==> src/rtl/lutmem_pkg.sv <==
package lutmem_pkg;
   typedef enum logic [1:0] {
      MODE_NIB4  = 2'd0,
      MODE_NIB6  = 2'd1,
      MODE_BYTE8 = 2'd2,
      MODE_IDLE  = 2'd3
   } lut_mode_e;
endpackage

==> src/rtl/lutmem_bank.sv <==
module lutmem_bank #(
   parameter int AW = 6,
   parameter int W  = 4
) (
   input  logic          clk,
   input  logic          rst_n,
   input  logic [AW-1:0] rd_idx,
   input  logic          we,
   input  logic [AW-1:0] wr_idx,
   input  logic [W-1:0]  wr_nib,
   output logic [W-1:0]  rd_nib
);
   localparam int DEPTH = 1 << AW;

   logic [W-1:0] store [DEPTH];

   always_ff @(posedge clk) begin
      if (we) store[wr_idx] <= wr_nib;
   end

   // Read samples the array before this edge's write lands: old data on collision.
   always_ff @(posedge clk or negedge rst_n) begin
      if (!rst_n) rd_nib <= '0;
      else        rd_nib <= store[rd_idx];
   end

   // an entry written on one edge is returned by a read issued on the next edge.
   assert_write_then_read_R7: assert property (@(posedge clk) disable iff (!rst_n)
      ($past(rst_n) && $past(we, 2) && ($past(wr_idx, 2) == $past(rd_idx)))
      |-> (rd_nib == $past(wr_nib, 2)));
endmodule

==> src/rtl/lutmem_route.sv <==
module lutmem_route
   import lutmem_pkg::*;
#(
   parameter int N_BANK    = 8,
   parameter int BANK_AW   = 6,
   parameter int NARROW_AW = 4,
   parameter int PAGE_W    = BANK_AW - NARROW_AW
) (
   input  lut_mode_e                   mode,
   input  logic [N_BANK*BANK_AW-1:0]   addr,
   input  logic [PAGE_W-1:0]           page,
   output logic [N_BANK*BANK_AW-1:0]   idx
);
   for (genvar k = 0; k < N_BANK; k++) begin : g_lane
      always_comb begin
         unique case (mode)
            MODE_NIB4: idx[k*BANK_AW +: BANK_AW] = {page, addr[k*NARROW_AW +: NARROW_AW]};
            MODE_NIB6: idx[k*BANK_AW +: BANK_AW] = addr[k*BANK_AW +: BANK_AW];
            default:   idx[k*BANK_AW +: BANK_AW] = addr[BANK_AW-1:0];
         endcase
      end
   end
endmodule

==> src/rtl/lutmem_pack.sv <==
module lutmem_pack
   import lutmem_pkg::*;
#(
   parameter int N_BANK = 8,
   parameter int NIB_W  = 4,
   parameter int PAIR_W = 2
) (
   input  lut_mode_e                 mode_q,
   input  logic [PAIR_W-1:0]         pair_q,
   input  logic [N_BANK*NIB_W-1:0]   nibs,
   output logic [N_BANK*NIB_W-1:0]   data
);
   localparam int N_PAIR = N_BANK / 2;
   localparam int BYTE_W = 2 * NIB_W;

   logic [BYTE_W-1:0] byte_sel;

   // One N_PAIR:1 multiplexer per result bit; the even bank feeds the low nibble.
   for (genvar b = 0; b < BYTE_W; b++) begin : g_bit
      logic [N_PAIR-1:0] cand;
      for (genvar p = 0; p < N_PAIR; p++) begin : g_pair
         assign cand[p] = nibs[(2*p + b/NIB_W)*NIB_W + (b % NIB_W)];
      end
      assign byte_sel[b] = cand[pair_q];
   end

   always_comb begin
      unique case (mode_q)
         MODE_NIB4, MODE_NIB6: data = nibs;
         MODE_BYTE8:           data = {{(N_BANK*NIB_W-BYTE_W){1'b0}}, byte_sel};
         default:              data = '0;
      endcase
   end
endmodule

==> src/rtl/mm_lut_mem.sv <==
module mm_lut_mem
   import lutmem_pkg::*;
#(
   parameter int N_BANK    = 8,
   parameter int BANK_AW   = 6,
   parameter int NARROW_AW = 4,
   parameter int NIB_W     = 4,
   localparam int PAIR_W   = $clog2(N_BANK / 2),
   localparam int BYTE_AW  = BANK_AW + PAIR_W,
   localparam int PAGE_W   = BANK_AW - NARROW_AW,
   localparam int ADDR_W   = N_BANK * BANK_AW,
   localparam int DATA_W   = N_BANK * NIB_W,
   localparam int BYTE_W   = 2 * NIB_W
) (
   input  logic              clk,
   input  logic              rst_n,
   input  logic [1:0]        cfg_mode,
   input  logic [PAGE_W-1:0] page_sel,
   input  logic [ADDR_W-1:0] lookup_addr,
   output logic [DATA_W-1:0] lookup_data,
   input  logic              wr_en,
   input  logic [BYTE_AW-1:0] wr_addr,
   input  logic [BYTE_W-1:0] wr_data
);
   if (N_BANK < 4 || (N_BANK & (N_BANK - 1)) != 0) begin : g_chk_bank
      initial $error("N_BANK must be a power of two of at least 4");
   end
   if (NARROW_AW < 1 || NARROW_AW >= BANK_AW) begin : g_chk_aw
      initial $error("NARROW_AW must lie between 1 and BANK_AW-1");
   end

   lut_mode_e                 mode_in, mode_q;
   logic [PAIR_W-1:0]         pair_q;
   logic [ADDR_W-1:0]         bank_idx;
   logic [DATA_W-1:0]         bank_nibs;

   assign mode_in = lut_mode_e'(cfg_mode);

   always_ff @(posedge clk or negedge rst_n) begin
      if (!rst_n) begin
         mode_q <= MODE_NIB4;
         pair_q <= '0;
      end else begin
         mode_q <= mode_in;
         pair_q <= lookup_addr[BYTE_AW-1:BANK_AW];
      end
   end

   lutmem_route #(
      .N_BANK(N_BANK), .BANK_AW(BANK_AW), .NARROW_AW(NARROW_AW), .PAGE_W(PAGE_W)
   ) u_route (
      .mode(mode_in), .addr(lookup_addr), .page(page_sel), .idx(bank_idx)
   );

   for (genvar k = 0; k < N_BANK; k++) begin : g_bank
      logic we_k;
      assign we_k = wr_en && (wr_addr[BYTE_AW-1:BANK_AW] == PAIR_W'(k / 2));
      lutmem_bank #(.AW(BANK_AW), .W(NIB_W)) u_bank (
         .clk(clk), .rst_n(rst_n),
         .rd_idx(bank_idx[k*BANK_AW +: BANK_AW]),
         .we(we_k),
         .wr_idx(wr_addr[BANK_AW-1:0]),
         .wr_nib(wr_data[(k % 2)*NIB_W +: NIB_W]),
         .rd_nib(bank_nibs[k*NIB_W +: NIB_W])
      );
   end

   lutmem_pack #(.N_BANK(N_BANK), .NIB_W(NIB_W), .PAIR_W(PAIR_W)) u_pack (
      .mode_q(mode_q), .pair_q(pair_q), .nibs(bank_nibs), .data(lookup_data)
   );

   // in paged mode every bank index carries the page in its upper bits.
   always_comb begin
      if (rst_n && mode_in == MODE_NIB4) begin
         for (int k = 0; k < N_BANK; k++) begin
            assert_page_bits_R6: assert (bank_idx[k*BANK_AW + NARROW_AW +: PAGE_W] == page_sel);
         end
      end
   end

   // idle mode gives an all-zero result one cycle later.
   assert_idle_zero_R8: assert property (@(posedge clk) disable iff (!rst_n)
      ($past(cfg_mode) == 2'd3) |-> (lookup_data == '0));

   // byte mode leaves every bit above the byte at zero.
   assert_byte_upper_zero_R4: assert property (@(posedge clk) disable iff (!rst_n)
      ($past(cfg_mode) == 2'd2) |-> (lookup_data[DATA_W-1:BYTE_W] == '0));

   // the cycle after reset is released still shows zero.
   assert_reset_zero_R1: assert property (@(posedge clk) disable iff (!rst_n)
      (!$past(rst_n)) |-> (lookup_data == '0));
endmodule

==> config.mk <==
export PLATFORM = sky130hd
export DESIGN_NAME = mm_lut_mem
export DESIGN_NICKNAME = d
export VERILOG_FILES = /design/src/rtl/lutmem_pkg.sv /design/src/rtl/lutmem_bank.sv /design/src/rtl/lutmem_route.sv /design/src/rtl/lutmem_pack.sv /design/src/rtl/mm_lut_mem.sv
export SDC_FILE = /design/constraint.sdc
export NUM_CORES = 2
export LEC_CHECK = 0
export BUFFER_PORTS_ARGS = -buffer_cell sky130_fd_sc_hd__buf_4
export CAP_MARGIN = 5
export CORE_UTILIZATION = 50
export CTS_CLUSTER_DIAMETER = 100
export DETAILED_ROUTE_END_ITERATION = 12
export PLACE_DENSITY_LB_ADDON = 0.2
export SETUP_SLACK_MARGIN = 0.05
export SKIP_CTS_REPAIR_TIMING = 1
export SLEW_MARGIN = 20
export SYNTH_ARGS = -nofsm -noshare
export SYNTH_HDL_FRONTEND = slang
export SYNTH_SLANG_ARGS = --single-unit
==> constraint.sdc <==
create_clock -name clk -period 2.1 [get_ports clk]
set_input_delay 0.315 -clock clk [delete_from_list [all_inputs] [get_ports clk]]
set_output_delay 0.315 -clock clk [all_outputs]
set_load 0.005 [all_outputs]
==> flow_metrics.env <==
export IMPL_rows=149
export IMPL_p_int_mw=71.15
export IMPL_clkTransAtPathRegs_ns=0.07
export IMPL_regArea_um2=62420
export IMPL_hold_viol=0
export IMPL_fillers=12240
export IMPL_synthAdderAreaFrac_pct=0
export IMPL_power_frac_seq_pct=49.5
export IMPL_yosys_area_share_simple_pct=8.937
export IMPL_place_gp_congestion=0.9911
export IMPL_p_sw_mw=22.75
export IMPL_powerDensity_nw_per_um2=914.4
export IMPL_numCtsBuffers=207
export IMPL_dr_pass1_iters=7
export IMPL_cp_arrival_ns=2.28
export IMPL_grt_usage_pct=30.41
export IMPL_synth_xor_area_share_pct=0
export IMPL_combinationalPowerShare_pct=10.8
export IMPL_cts_tree="yes"
export IMPL_clkSinkCount=2084
export IMPL_io_pins=103
export IMPL_antenna_found_initial=24
export IMPL_rsz0062_at_grt="yes"
export IMPL_clkLatencyLatePin_ns=0.85
export IMPL_synth_compound_area_share_pct=11.21
export IMPL_r2r_setup_slack_ns=0.11
export IMPL_ant_nets=0
export IMPL_grt_max_degree=94
export IMPL_synth_top_family_by_area="compound AO/OA/AOI/OAI gates"
export IMPL_final_cell_count_no_fill=9136
export IMPL_multi_input_area_um2=20260
export IMPL_die_y_um=410.7
export IMPL_synth_most_common_cell="edfxtp_1"
export IMPL_layout_nets=6821
export IMPL_seq_area_frac_synth_pct=74.72
export IMPL_r2r_end="g_bank[0].u_bank.rd_nib[1]"
export IMPL_holdPathStages=4
export IMPL_grt_ovfl_total=0
export IMPL_hold_path_class="in2reg"
export IMPL_synthTopCellsByCount="2048 x edfxtp_1, 983 x nand2_1, 900 x a21oi_1, 448 x a22oi_1, 260 x nor2_1"
export IMPL_power_share_switching_pct=24.23
export IMPL_clock_skew_ns=0.05042
export IMPL_timing_slew_headroom_pct=31.79
export IMPL_avgSynthCellArea_um2=14.17
export IMPL_outcome="finished, violations left"
export IMPL_io_buffer_count=102
export IMPL_die_w_um=410.7
export IMPL_worstMarginPinSlew_ns=1.021
export IMPL_cp_end_kind="output port"
export IMPL_drc=0
export IMPL_grt_pass1_wl_um=369600
export IMPL_synth_mux_area_share_pct=2.836
export IMPL_place_inst=8686
export IMPL_wl_met2_um=118900
export IMPL_grt_pass1_vias=53360
export IMPL_synth_edf_count=2048
export IMPL_crit_required_ns=1.78
export IMPL_die_area_um2=168700
export IMPL_synth_top_cell_area_share_pct=73.64
export IMPL_cts_max_level=4
export IMPL_coreArea_um2=165400
export IMPL_vias=56690
export IMPL_final_layout_size_suffix_gt1_share_pct=24.30
export IMPL_violations="setup timing"
export IMPL_peakVddDrop_v=0.0008433
export IMPL_finalSetupViolations=24
export IMPL_worst_slack_ns=-0.4936
export IMPL_initial_core_util_pct=50.50
export IMPL_crit_fanout=2
export IMPL_synth_distinct_cells=46
export IMPL_synth_area_leaders="edfxtp_1 74%, a21oi_1 5.4%, nand2_1 4.4%"
export IMPL_async_reset_ff_share_pct=1.727
export IMPL_synthFlopType="edfxtp_1"
export IMPL_hold_start="page_sel[0]"
export IMPL_power_total_mw=93.90
export IMPL_dp_final_hpwl_um=176100
export IMPL_drt_total_wl_um=262900
export IMPL_clock_power_share_pct=39.7
export IMPL_drt_iter0_drc=8444
export IMPL_hold_path_endpoint="g_bank[0].u_bank.rd_nib[2]"
export IMPL_ys_ff_latch=2084
export IMPL_p_leak_nw=35.00
export IMPL_wl_per_cell_um=28.78
export IMPL_hold_ws_ns=0.005004
export IMPL_period_share_pct=123.5
export IMPL_syn_to_final_growth_pct=22.97
export IMPL_wl_met1_um=101600
export IMPL_netlist_area_um2=83510
export IMPL_max_cap_viol_count=0
export IMPL_yosys_warnings=0
export IMPL_r2r_start="g_bank[0].u_bank.store[63][1]"
export IMPL_drv_slew=0
export IMPL_crit_type="reg2out"
export IMPL_period_minus_slack_ns=2.594
export IMPL_cp_start_kind="flip-flop"
export IMPL_timing_fmax_ghz=0.3856
export IMPL_synth_nets=5964
export IMPL_clockBufferDepth=3
export IMPL_route_met3_wl_um=32920
export IMPL_routed_top_layer="met5"
export IMPL_synth_top_area_cell="edfxtp_1"
export IMPL_synthCells=5893
export IMPL_root_buffer="clkbuf_16"
export IMPL_via_per_inst=6.205
export IMPL_rr_worst_depth=5
layout by cell type, fill, tap and decap left out, types with 21 or more instances in the layout:
cell and n:
nor3_1 222, bufinv_16 21, edfxtp_1 2048, a22oi_1 424, o32ai_1 24, buf_6 25
mux4_2 88, a22oi_2 24, buf_12 166, buf_4 817, a21oi_1 898, o22ai_1 79
nand4_1 21, nand2_1 978, clkinv_2 40, and3_1 29, clkbuf_16 216, clkbuf_1 45
clkinv_1 43, mux2_2 23, nor2_1 260, nor4_1 55
worst max-delay path: stages (launching register included):
cell	delay, ns
dfrtp_1	0.60
mux4_2	0.55
inv_2	0.07
o22ai_2	0.05
buf_4	0.15
worst max-delay path by stage:
stage	depth (start not counted)	slack [ns]	from	to
2_1_floorplan	9	-0.05	lookup_addr[2]	g_bank[5].u_bank.rd_nib[2]
3_3_place_gp	9	-1.36	cfg_mode[0]	g_bank[4].u_bank.rd_nib[1]
3_5_place_dp	9	-1.35	cfg_mode[0]	g_bank[4].u_bank.rd_nib[1]
4_1_cts	4	-0.55	pair_q[1]	lookup_data[0]
5_1_grt	4	-0.51	g_bank[1].u_bank.rd_nib[2]	lookup_data[6]
6_report	4	-0.49	g_bank[1].u_bank.rd_nib[2]	lookup_data[6]
registers in the layout, summed over array words and instances (netlist names):
| register | count |
|---|---|
| g_bank.u_bank.rd_nib | 32 |
| g_bank.u_bank.store | 2048 |
| pair_q | 2 |
| mode_q | 2 |
routing by layer:
| layer | track usage (%) | up-vias |
|---|---|---|
| met5 | 0 | - |
| met4 | 10.29 | 10 |
| met3 | 7.657 | 536 |
| met2 | 45.74 | 3455 |
| met1 | 43.35 | 28310 |
| li1 | - | 24370 |
layout make-up:
| type | count | area share [%] |
|---|---|---|
| multi-input cells | 3397 | 19.73 |
| repair buffers | 1044 | 10.04 |
| diodes | 18 | 0.04386 |
| inverters | 16 | 0.05848 |
| clock inverters | 130 | 1.378 |
| well taps | 2189 | 2.667 |
| clock buffers | 258 | 5.300 |
| flip-flops and latches | 2084 | 60.78 |
metrics by stage:
stage | area [µm²] | setup WS [ns] | util [%] | TNS (ns)
after floorplan | 84150 | -0.05190 | - | -0.7289
after global placement | 94300 | -1.356 | 57.03 | -46.28
after detailed placement | 94300 | -1.353 | 57.03 | -47.60
after CTS | 101200 | -0.5489 | 61.18 | -9.116
after global routing | 102700 | -0.5115 | 62.08 | -4.867
final | 102700 | -0.4936 | 62.10 | -4.131
power groups by stage:
stage               combinational (mW)  sequential (mW)  clock (mW)
floorplan                         4.67             46.9           0
global placement                  9.20             47.3           0
detailed placement                9.34             47.3           0
CTS                               9.38             46.4        37.5
global route                      10.7             46.5        39.1
finish                            10.1             46.5        37.2
cell families after synthesis:
logic type             Yosys count
muxes                          122
and+or+nand+nor               1732
DFF                           2084
AOI/OAI and AO/OA             1542
buffers and inverters          413
Power figures use the tool's default switching activity.
